--- config.mk ---
export PLATFORM = sky130hd
export DESIGN_NAME = cap_timer_top
export DESIGN_NICKNAME = d
export VERILOG_FILES = /design/src/rtl/cap_timer_pkg.sv /design/src/rtl/cap_edge_detect.sv /design/src/rtl/cap_counter.sv /design/src/rtl/cap_irq_ctrl.sv /design/src/rtl/cap_timer_top.sv
export SDC_FILE = /design/constraint.sdc
export NUM_CORES = 1
export LEC_CHECK = 0
export ABC_AREA = 1
export BUFFER_PORTS_ARGS = -buffer_cell sky130_fd_sc_hd__clkbuf_2
export CELL_PAD_IN_SITES_DETAIL_PLACEMENT = 0
export CELL_PAD_IN_SITES_GLOBAL_PLACEMENT = 2
export CORE_MARGIN = 2
export CORE_UTILIZATION = 37
export CTS_BUF_LIST = sky130_fd_sc_hd__clkbuf_8 sky130_fd_sc_hd__clkbuf_16
export DETAILED_ROUTE_END_ITERATION = 12
export PLACE_DENSITY = 0.85
export SLEW_MARGIN = 20
export SYNTH_ARGS = -nofsm -noshare
export SYNTH_HDL_FRONTEND = slang
export SYNTH_HIERARCHICAL = 1
export SYNTH_SLANG_ARGS = --single-unit
--- constraint.sdc ---
create_clock -name clk_i -period 2.85 [get_ports clk_i]
set_input_delay 0.1425 -clock clk_i [delete_from_list [all_inputs] [get_ports clk_i]]
set_output_delay 0.1425 -clock clk_i [all_outputs]
set_load 0.01 [all_outputs]
--- src/rtl/cap_timer_pkg.sv ---
package cap_timer_pkg;
  localparam int unsigned ADDR_W = 4;

  typedef enum logic [ADDR_W-1:0] {
    A_CNT_L  = 4'd0,
    A_CNT_H  = 4'd1,
    A_CAP_L  = 4'd2,
    A_CAP_H  = 4'd3,
    A_CMPA_L = 4'd4,
    A_CMPA_H = 4'd5,
    A_CMPB_L = 4'd6,
    A_CMPB_H = 4'd7,
    A_CTRL   = 4'd8,
    A_IEN    = 4'd9,
    A_IFLG   = 4'd10
  } reg_addr_e;

  // interrupt field: contiguous bits, capture highest
  localparam int unsigned BIT_CAP  = 5;
  localparam int unsigned BIT_CMPA = 4;
  localparam int unsigned BIT_CMPB = 3;
  localparam int unsigned BIT_OVF  = 2;
  localparam int unsigned IRQ_N    = 4;

  localparam int unsigned CTRL_RUN = 0;
  localparam int unsigned CTRL_SRC = 1;
  localparam int unsigned CTRL_TOP = 2;
  localparam int unsigned CTRL_W   = 3;
endpackage

--- src/rtl/cap_edge_detect.sv ---
module cap_edge_detect #(
  parameter int unsigned SYNC_STAGES = 2,
  parameter bit          RISING      = 1'b1
) (
  input  logic clk_i,
  input  logic rst_ni,
  input  logic sig_i,
  output logic evt_o
);
  localparam int unsigned MSB = SYNC_STAGES - 1;

  logic [MSB:0] sync_q;
  logic         last_q;

  always_ff @(posedge clk_i or negedge rst_ni) begin
    if (!rst_ni) begin
      sync_q <= '0;
      last_q <= 1'b0;
    end else begin
      sync_q <= {sync_q[MSB-1:0], sig_i};
      last_q <= sync_q[MSB];
    end
  end

  generate
    if (RISING) begin : g_rise
      assign evt_o = sync_q[MSB] & ~last_q;
    end else begin : g_fall
      assign evt_o = ~sync_q[MSB] & last_q;
    end
  endgenerate
endmodule

--- src/rtl/cap_counter.sv ---
module cap_counter #(
  parameter int unsigned W = 16
) (
  input  logic         clk_i,
  input  logic         rst_ni,
  input  logic         run_i,
  input  logic         top_mode_i,
  input  logic [W-1:0] top_i,
  input  logic         load_i,
  input  logic [W-1:0] load_val_i,
  input  logic [W-1:0] cmpa_i,
  input  logic [W-1:0] cmpb_i,
  output logic [W-1:0] cnt_o,
  output logic         wrap_o,
  output logic         match_a_o,
  output logic         match_b_o
);
  logic [W-1:0] cnt_q;
  logic [W-1:0] lim;
  logic         at_lim;
  logic         step;

  assign lim    = top_mode_i ? top_i : {W{1'b1}};
  assign at_lim = (cnt_q == lim);
  assign step   = run_i & ~load_i;

  assign wrap_o    = step & at_lim;
  assign match_a_o = step & (cnt_q == cmpa_i);
  assign match_b_o = step & (cnt_q == cmpb_i);
  assign cnt_o     = cnt_q;

  always_ff @(posedge clk_i or negedge rst_ni) begin
    if (!rst_ni)      cnt_q <= '0;
    else if (load_i)  cnt_q <= load_val_i;
    else if (run_i)   cnt_q <= at_lim ? '0 : cnt_q + 1'b1;
  end
endmodule

--- src/rtl/cap_irq_ctrl.sv ---
module cap_irq_ctrl #(
  parameter int unsigned N = 4
) (
  input  logic         clk_i,
  input  logic         rst_ni,
  input  logic [N-1:0] set_i,
  input  logic         en_wr_i,
  input  logic         flag_wr_i,
  input  logic [N-1:0] wfield_i,
  input  logic         gie_i,
  output logic [N-1:0] en_o,
  output logic [N-1:0] flag_o,
  output logic [N-1:0] irq_o
);
  logic [N-1:0] en_q;
  logic [N-1:0] flag_q;
  logic [N-1:0] clr;

  assign clr = flag_wr_i ? wfield_i : '0;

  always_ff @(posedge clk_i or negedge rst_ni) begin
    if (!rst_ni) begin
      en_q   <= '0;
      flag_q <= '0;
    end else begin
      if (en_wr_i) en_q <= wfield_i;
      flag_q <= (flag_q & ~clr) | set_i; // set wins
    end
  end

  assign en_o   = en_q;
  assign flag_o = flag_q;
  assign irq_o  = flag_q & en_q & {N{gie_i}};
endmodule

--- src/rtl/cap_timer_top.sv ---
module cap_timer_top
  import cap_timer_pkg::*;
#(
  parameter int unsigned BUS_W       = 8,
  parameter int unsigned SYNC_STAGES = 2,
  parameter bit          CAPT_RISING = 1'b1
) (
  input  logic                 clk_i,
  input  logic                 rst_ni,
  input  logic [ADDR_W-1:0]    addr_i,
  input  logic                 wr_en_i,
  input  logic                 rd_en_i,
  input  logic [BUS_W-1:0]     wdata_i,
  output logic [BUS_W-1:0]     rdata_o,
  input  logic                 cap_pin_i,
  input  logic                 cmp_out_i,
  input  logic                 gie_i,
  output logic [IRQ_N-1:0]     irq_o
);
  localparam int unsigned CNT_W = 2 * BUS_W;

  logic [BUS_W-1:0]  temp_q;
  logic [CNT_W-1:0]  cap_q, cmpa_q, cmpb_q;
  logic [CTRL_W-1:0] ctrl_q;
  logic [CNT_W-1:0]  cnt;
  logic [CNT_W-1:0]  wide_wval;
  logic              evt_pin, evt_cmp, cap_evt;
  logic              run, top_mode;
  logic              wrap, match_a, match_b;
  logic              wr_cnt_l, wr_cap_l, wr_cmpa_l, wr_cmpb_l, wr_hi;
  logic              wr_ctrl, wr_ien, wr_iflg;
  logic              rd_lo;
  logic [BUS_W-1:0]  rd_hi_src;
  logic [IRQ_N-1:0]  irq_set, irq_en, irq_flag;

  assign run      = ctrl_q[CTRL_RUN];
  assign top_mode = ctrl_q[CTRL_TOP];

  cap_edge_detect #(.SYNC_STAGES(SYNC_STAGES), .RISING(CAPT_RISING)) u_edge_pin (
    .clk_i(clk_i), .rst_ni(rst_ni), .sig_i(cap_pin_i), .evt_o(evt_pin)
  );
  cap_edge_detect #(.SYNC_STAGES(SYNC_STAGES), .RISING(CAPT_RISING)) u_edge_cmp (
    .clk_i(clk_i), .rst_ni(rst_ni), .sig_i(cmp_out_i), .evt_o(evt_cmp)
  );
  assign cap_evt = ctrl_q[CTRL_SRC] ? evt_cmp : evt_pin;

  // bus decode
  assign wide_wval = {temp_q, wdata_i};
  assign wr_cnt_l  = wr_en_i && (addr_i == A_CNT_L);
  assign wr_cap_l  = wr_en_i && (addr_i == A_CAP_L);
  assign wr_cmpa_l = wr_en_i && (addr_i == A_CMPA_L);
  assign wr_cmpb_l = wr_en_i && (addr_i == A_CMPB_L);
  assign wr_hi     = wr_en_i && (addr_i < A_CTRL) && addr_i[0];
  assign wr_ctrl   = wr_en_i && (addr_i == A_CTRL);
  assign wr_ien    = wr_en_i && (addr_i == A_IEN);
  assign wr_iflg   = wr_en_i && (addr_i == A_IFLG);
  assign rd_lo     = rd_en_i && !wr_en_i && (addr_i < A_CTRL) && !addr_i[0];

  always_comb begin
    unique case (addr_i)
      A_CNT_L:  rd_hi_src = cnt[CNT_W-1:BUS_W];
      A_CAP_L:  rd_hi_src = cap_q[CNT_W-1:BUS_W];
      A_CMPA_L: rd_hi_src = cmpa_q[CNT_W-1:BUS_W];
      default:  rd_hi_src = cmpb_q[CNT_W-1:BUS_W];
    endcase
  end

  cap_counter #(.W(CNT_W)) u_cnt (
    .clk_i(clk_i), .rst_ni(rst_ni),
    .run_i(run), .top_mode_i(top_mode), .top_i(cap_q),
    .load_i(wr_cnt_l), .load_val_i(wide_wval),
    .cmpa_i(cmpa_q), .cmpb_i(cmpb_q),
    .cnt_o(cnt), .wrap_o(wrap), .match_a_o(match_a), .match_b_o(match_b)
  );

  always_ff @(posedge clk_i or negedge rst_ni) begin
    if (!rst_ni) begin
      temp_q <= '0;
      cap_q  <= '0;
      cmpa_q <= '0;
      cmpb_q <= '0;
      ctrl_q <= '0;
    end else begin
      if (wr_hi)      temp_q <= wdata_i;
      else if (rd_lo) temp_q <= rd_hi_src;

      // capture has priority over a bus write
      if (cap_evt && !top_mode) cap_q <= cnt;
      else if (wr_cap_l)        cap_q <= wide_wval;

      if (wr_cmpa_l) cmpa_q <= wide_wval;
      if (wr_cmpb_l) cmpb_q <= wide_wval;
      if (wr_ctrl)   ctrl_q <= wdata_i[CTRL_W-1:0];
    end
  end

  assign irq_set = {cap_evt, match_a, match_b, wrap};

  cap_irq_ctrl #(.N(IRQ_N)) u_irq (
    .clk_i(clk_i), .rst_ni(rst_ni),
    .set_i(irq_set), .en_wr_i(wr_ien), .flag_wr_i(wr_iflg),
    .wfield_i(wdata_i[BIT_OVF +: IRQ_N]), .gie_i(gie_i),
    .en_o(irq_en), .flag_o(irq_flag), .irq_o(irq_o)
  );

  always_comb begin
    rdata_o = '0;
    if (rd_en_i) begin
      unique case (addr_i)
        A_CNT_L:  rdata_o = cnt[BUS_W-1:0];
        A_CAP_L:  rdata_o = cap_q[BUS_W-1:0];
        A_CMPA_L: rdata_o = cmpa_q[BUS_W-1:0];
        A_CMPB_L: rdata_o = cmpb_q[BUS_W-1:0];
        A_CNT_H, A_CAP_H, A_CMPA_H, A_CMPB_H: rdata_o = temp_q;
        A_CTRL:   rdata_o[CTRL_W-1:0] = ctrl_q;
        A_IEN:    rdata_o[BIT_OVF +: IRQ_N] = irq_en;
        A_IFLG:   rdata_o[BIT_OVF +: IRQ_N] = irq_flag;
        default:  rdata_o = '0;
      endcase
    end
  end
endmodule

======== Word level (Yosys, flattened, before mapping) ========
Cells that the tools add are included.
storage, ports and cells
  output and inout port bits .............. 12
  register bits ........................... 89
  word-level logic and storage cells ...... 78
  input bits .............................. 19
operators by class
  reductions and logical operators ........ 21
  magnitude comparators ................... 1
  bitwise logic cells ..................... 14
  equality and inequality tests ........... 13
  multiplexer cells ....................... 16
  $add $sub $neg .......................... 1
operators with widths
  operator                                              count
  two-way mux 16 bit                                    6
  equality test 16 bit                                  3
  two-way mux 8 bit                                     3
  one-hot mux 8 bit (3 select lines)                    1
  one-hot mux 3 bit (7 select lines)                    1
  adder 16 x 1 -> 16 bit (second input constant)        1
  equality test 4 x 3 -> 1 bit (second input constant)  4
  logical AND 1 bit                                     13
  bitwise AND 4 bit                                     3
  equality test 4 bit (second input constant)           3
  one-hot mux 2 bit (6 select lines)                    1
  one-hot mux 2 bit (5 select lines)                    1
  equality test 4 x 2 -> 1 bit (second input constant)  2
  one-hot mux 1 bit (8 select lines)                    1
  bitwise AND 1 bit                                     6
  nonzero test 2 bit                                    3
  equality test 4 x 1 -> 1 bit (second input constant)  1
  zero test 4 bit                                       1
  < comparator 4 bit (second input constant)            1
  two-way mux 4 bit                                     1
  inverter 4 bit                                        1
  bitwise OR 4 bit                                      1
  OR reduction 4 bit                                    1
  zero test 1 bit                                       3
  other kinds (2)                                       4

======== Logic depth before layout (Yosys ltp) ========
  word-level depth ........................ 6
  depth in mapped cells ................... 12
  gate-level depth less buffers ........... 10

======== Cells and area by module ========
Netlist, hierarchy kept.
modules (own cells, without submodules)
  module           times used  sequential area each (sq um)  cells each  area each (sq um)
  cap_timer_top    1           1476.4                        471         3362.0
  cap_counter      1           400.4                         345         1954.4
  cap_irq_ctrl     1           200.2                         45          344.1
  cap_edge_detect  2           75.1                          5           85.1

======== Worst setup path after synthesis ========
Ideal clock, no wire load.
  path type ............................... input -> register
  start point ............................. input port addr_i[3]
  end point ............................... register u_cnt.cnt_q[1] (netlist: u_cnt/cnt_o[1])
  cell stages on the path ................. 9
  path slack .............................. 1001 ps
  arrival ................................. 1727 ps
  required time ........................... 2729 ps
  cell sequence ........................... buf_4 -> nor2_2 -> nand2_1 -> nor2_1 -> clkbuf_1 -> nor2_1 -> clkbuf_1 -> a22oi_1 -> nand2_1
between the ends
  word-level cells in the longest chain between the ends .. 3
ends and longest elaborated chain
  what                                                             line                 text
  start: declaration                                               cap_timer_top.sv:10  input logic [ADDR_W-1:0] addr_i,
  zero test 4 bit (*)                                              cap_timer_top.sv:49  assign wr_cnt_l = wr_en_i && (addr_i == A_CNT_L);
  logical AND 1 bit (*)                                            cap_timer_top.sv:49
  named net wr_cnt_l                                               cap_timer_top.sv:30  logic wr_cnt_l, wr_cap_l, wr_cmpa_l, wr_cmpb_l, wr_hi;
  two-way mux 16 bit / nonzero test 2 bit (equally long branches)  -
  end signal: assignment                                           cap_counter.sv:34    else if (load_i) cnt_q <= load_val_i;
  end signal: assignment                                           cap_counter.sv:35    else if (run_i) cnt_q <= at_lim ? '0 : cnt_q + 1'b1;
  end: declaration                                                 cap_counter.sv:18    logic [W-1:0] cnt_q;
Mark *: on every way through the listed nets, which the timed path passes. The rest lies on a longest branch.
A chain may end at the register's enable or synchronous reset.

======== Worst setup path in the final report ========
  start point ............................. register ctrl_q[2]
  end point ............................... register u_cnt.cnt_q[15] (netlist: u_cnt/cnt_o[15])
between the ends
  word-level cells in the longest chain between the ends .. 5
ends and longest elaborated chain
  what                              line                 text
  start: declaration                cap_timer_top.sv:24  logic [CTRL_W-1:0] ctrl_q;
  start signal: assignment          cap_timer_top.sv:93  if (wr_ctrl) ctrl_q <= wdata_i[CTRL_W-1:0];
  two-way mux 16 bit                cap_counter.sv:23    assign lim = top_mode_i ? top_i : {W{1'b1}};
  equality test 16 bit              cap_counter.sv:24    assign at_lim = (cnt_q == lim);
  two-way mux 16 bit (2 in series)  cap_counter.sv:35
  two-way mux 16 bit                cap_counter.sv:34
Every way passes these cells. The select of a mux whose other input is x is not followed.

==> flow_summary.yaml <==
clocking:
  clk_path_buf_depth: 2
  post_cts_buffers: 0
  cts_resized: 0
  cts_tree: "built"
  cts-root-buf: "clkbuf_16"
  cts_made_buffers: 9
  insertion_delay_ns: 0.35
  htree_levels: 3
  cts_sinks: 89
  clk_pin_slew_ns: 0.06
pwr:
  power_mw: 5.037
  ir_worst_vdd_mv: 0.3811
  leakagePower_nw: 3.213
  power_frac_comb_pct: 33.5
  powerDensity_mw_per_mm2: 776.8
  power_switching_mw: 2.174
  switching_share_pct: 43.15
  clkPwrFrac_pct: 23.9
  p_int_mw: 2.864
  p_seq_share_pct: 42.7
global_route:
  grt_pass1_wl_um: 32290
  grt_overflow_total: 0
  grt_max_degree: 60
  antenna_found_initial: 0
  grt_use_total_pct: 25.98
  grt_pass1_vias: 5575
run:
  drv_cap: 0
sta:
  period_minus_slack_ns: 1.962
  slew_headroom_pct: 44.89
  finalSetupViolCount: 0
  tightest_slew_ns: 0.8267
  rsz0062_at_grt: "false"
  hold_viol_final: 0
  setup_tns_ns: 0
  max_freq_mhz: 509.6
  skew_ns: 0.008795
  holdWs_ns: 0.1042
  final_max_slew_viol_count: 0
  fin_crit_sh_pct: 68.86
synthesis:
  async_flop_share_pct: 100.0
  ys_ff_latch: 89
  ys_types: 35
  synth_nets: 891
  ys.warnings.count: 6
  yosysSeqAreaShare_pct: 38.20
  syn-instance-count: 871
  synth_ff_type: "dfrtp_1"
  synth_area_mm2: 0.005831
  synth_edf_count: 0
  syn_area_per_cell_um2: 6.694
worst_setup_path:
  cp_top_family: "simple AND/OR/NAND/NOR gates"
  crit_path_start_kind: "flip-flop"
  critPathSlowestCell: "buf_4"
  path_class: "reg -> reg"
  cpMostUsedCell: "nand2_1"
  required_ns: 3.09
  cp_num_buf_inv: 1
  worstPathArrival_ns: 2.20
  crit_chain: "buf_4, nand2_1, nand2_1, nand2_1, nor2_1, nand2_1, nor2_1, nand2_2, nand3_1, nand2_1"
  slowest_delay_ns: 0.41
  worstPathMaxFanout: 34
  end_kind: "flip-flop"
layout:
  multi_input_area_mm2: 0.002965
  drive_above_1_share_pct: 7.804
  nFillCells: 1672
  diodes: 0
  fin_nets: 912
  seqCellArea_mm2: 0.002227
  final_common_cell: "nand2_1"
  final_cell_mix: "nand2_1, inv_1, nand3_1"
  area_delta_synth_final_pct: 11.22
route:
  route.detailed.drc: 0
  dr.pass1.iters: 5
  routed_via_density: 5.316
  antenna_left: 0
  route.detailed.wl_per_inst_um: 18.84
  dr_total_vias: 5890
  detail_route.iter0.violations: 497
  finalWirelength_um: 20880
die:
  die_h_um: 129.5
  die_w_um: 129.5
  core_mm2: 0.01531
  start_util_pct: 38.07
  row_count: 45
  ios: 31
  die_area_mm2: 0.01678
run_status:
  outcome: "finished clean"
placement:
  finalWeightedCongestion: 0.8851
  dp_hpwl_um: 15630
  io_buffers: 30
hold_path:
  worstHoldPathType: "in -> reg"
-- repair_timing --
action                     CTS  global route
setup endpoints to repair    0             0
hold buffers                 3             0
hold endpoints to repair    60             0
-- power by group through the flow --
stage	logic [mW]	clock network, mW	registers (mW)
finish	1.69	1.20	2.15
global route	1.91	1.28	2.20
CTS	1.67	1.23	2.15
detailed placement	1.66	0	2.17
global placement	1.64	0	2.16
floorplan	1.26	0	1.90
-- worst paths after layout --
check	cells past startpoint	startpoint	endpoint	slack, ns
worst max-delay path	10	ctrl_q[2]	u_cnt/cnt_o[15]	0.89
worst min-delay path	3	wdata_i[6]	cmpb_q[6]	0.10
worst max register to register	10	ctrl_q[2]	u_cnt/cnt_o[15]	0.89
worst min register to register	0	u_edge_cmp/sync_q[0]	u_edge_cmp/sync_q[1]	0.36
max in group asynchronous	3	rst_ni	u_cnt/cnt_o[1]	1.79
min in group asynchronous	2	rst_ni	u_irq/en_o[0]	0.43
-- sequential cells by signal (all words and copies together) (netlist names) --
register and cells:
cap_q 16, cmpa_q 16, cmpb_q 16, u_cnt/cnt_o 16, temp_q 8, u_irq/en_o 4
u_irq/flag_o 4, ctrl_q 3, u_edge_cmp/sync_q 2, u_edge_pin/sync_q 2, u_edge_cmp/last_q 1, u_edge_pin/last_q 1
-- cell type report --
class,count,share of cell area (%)
clock inverter,7,1.100
multi-input combinational,627,45.73
timing repair buffer,44,4.283
inverter,121,7.004
sequential,89,34.34
tap,211,4.071
clock buffer,9,3.473
-- metal layers --
metal  GRT usage, %  wire length, µm  vias up
li1               -                -     2837
met1          34.77             9240     2776
met2          41.27             9477      235
met3          5.326             1326       42
met4          10.44              833        0
met5              0                0        -
-- per-stage QoR --
step / setup slack [ns] / util (%) / area, µm² / cells
final: 0.8876 / 42.34 / 6485 / 1108
after floorplan: 1.001 / - / 5831 / 871
after global routing: 0.6867 / 42.34 / 6485 / 1108
after global placement: 0.8579 / 40.21 / 6158 / 1089
after CTS: 0.9243 / 42.34 / 6485 / 1108
after detailed placement: 0.8854 / 40.21 / 6158 / 1089
-- worst reg2reg max path: cells and delay by family, from the launching register on --
kind,cells,cell delay [ns]
and+or+nand+nor,9,1.10
DFF,1,0.34
buffers and inverters,1,0.41
-- cell usage after synthesis (3+ instances only) --
master / number / area (µm²)
a21oi_1: 16 / 80.08
a22oi_1: 16 / 120.1
buf_2: 15 / 75.07
buf_4: 5 / 37.54
clkbuf_1: 9 / 33.78
clkbuf_2: 3 / 15.01
dfrtp_1: 89 / 2227
inv_1: 120 / 450.4
nand2_1: 255 / 957.2
nand3_1: 105 / 525.5
nand4_1: 6 / 37.54
nor2_1: 72 / 270.3
nor2_2: 4 / 25.02
nor2_4: 4 / 45.04
nor3_1: 7 / 35.03
o21a_1: 7 / 52.55
o21ai_0: 95 / 475.5
o22ai_1: 5 / 31.28
xnor2_1: 4 / 35.03
xor2_1: 14 / 122.6
-- cell families after synthesis --
group                    Yosys count  synth area share [%]
XOR/XNOR                          18                 2.704
buffers and inverters            155                 10.94
AO/OA/AOI/OAI                    146                 13.88
adder cells (fa/ha/maj)            1                0.2146
AND/OR/NAND/NOR                  462                 34.06
flip-flops                        89                 38.20
Note: power is estimated with default switching activity, not from simulation.
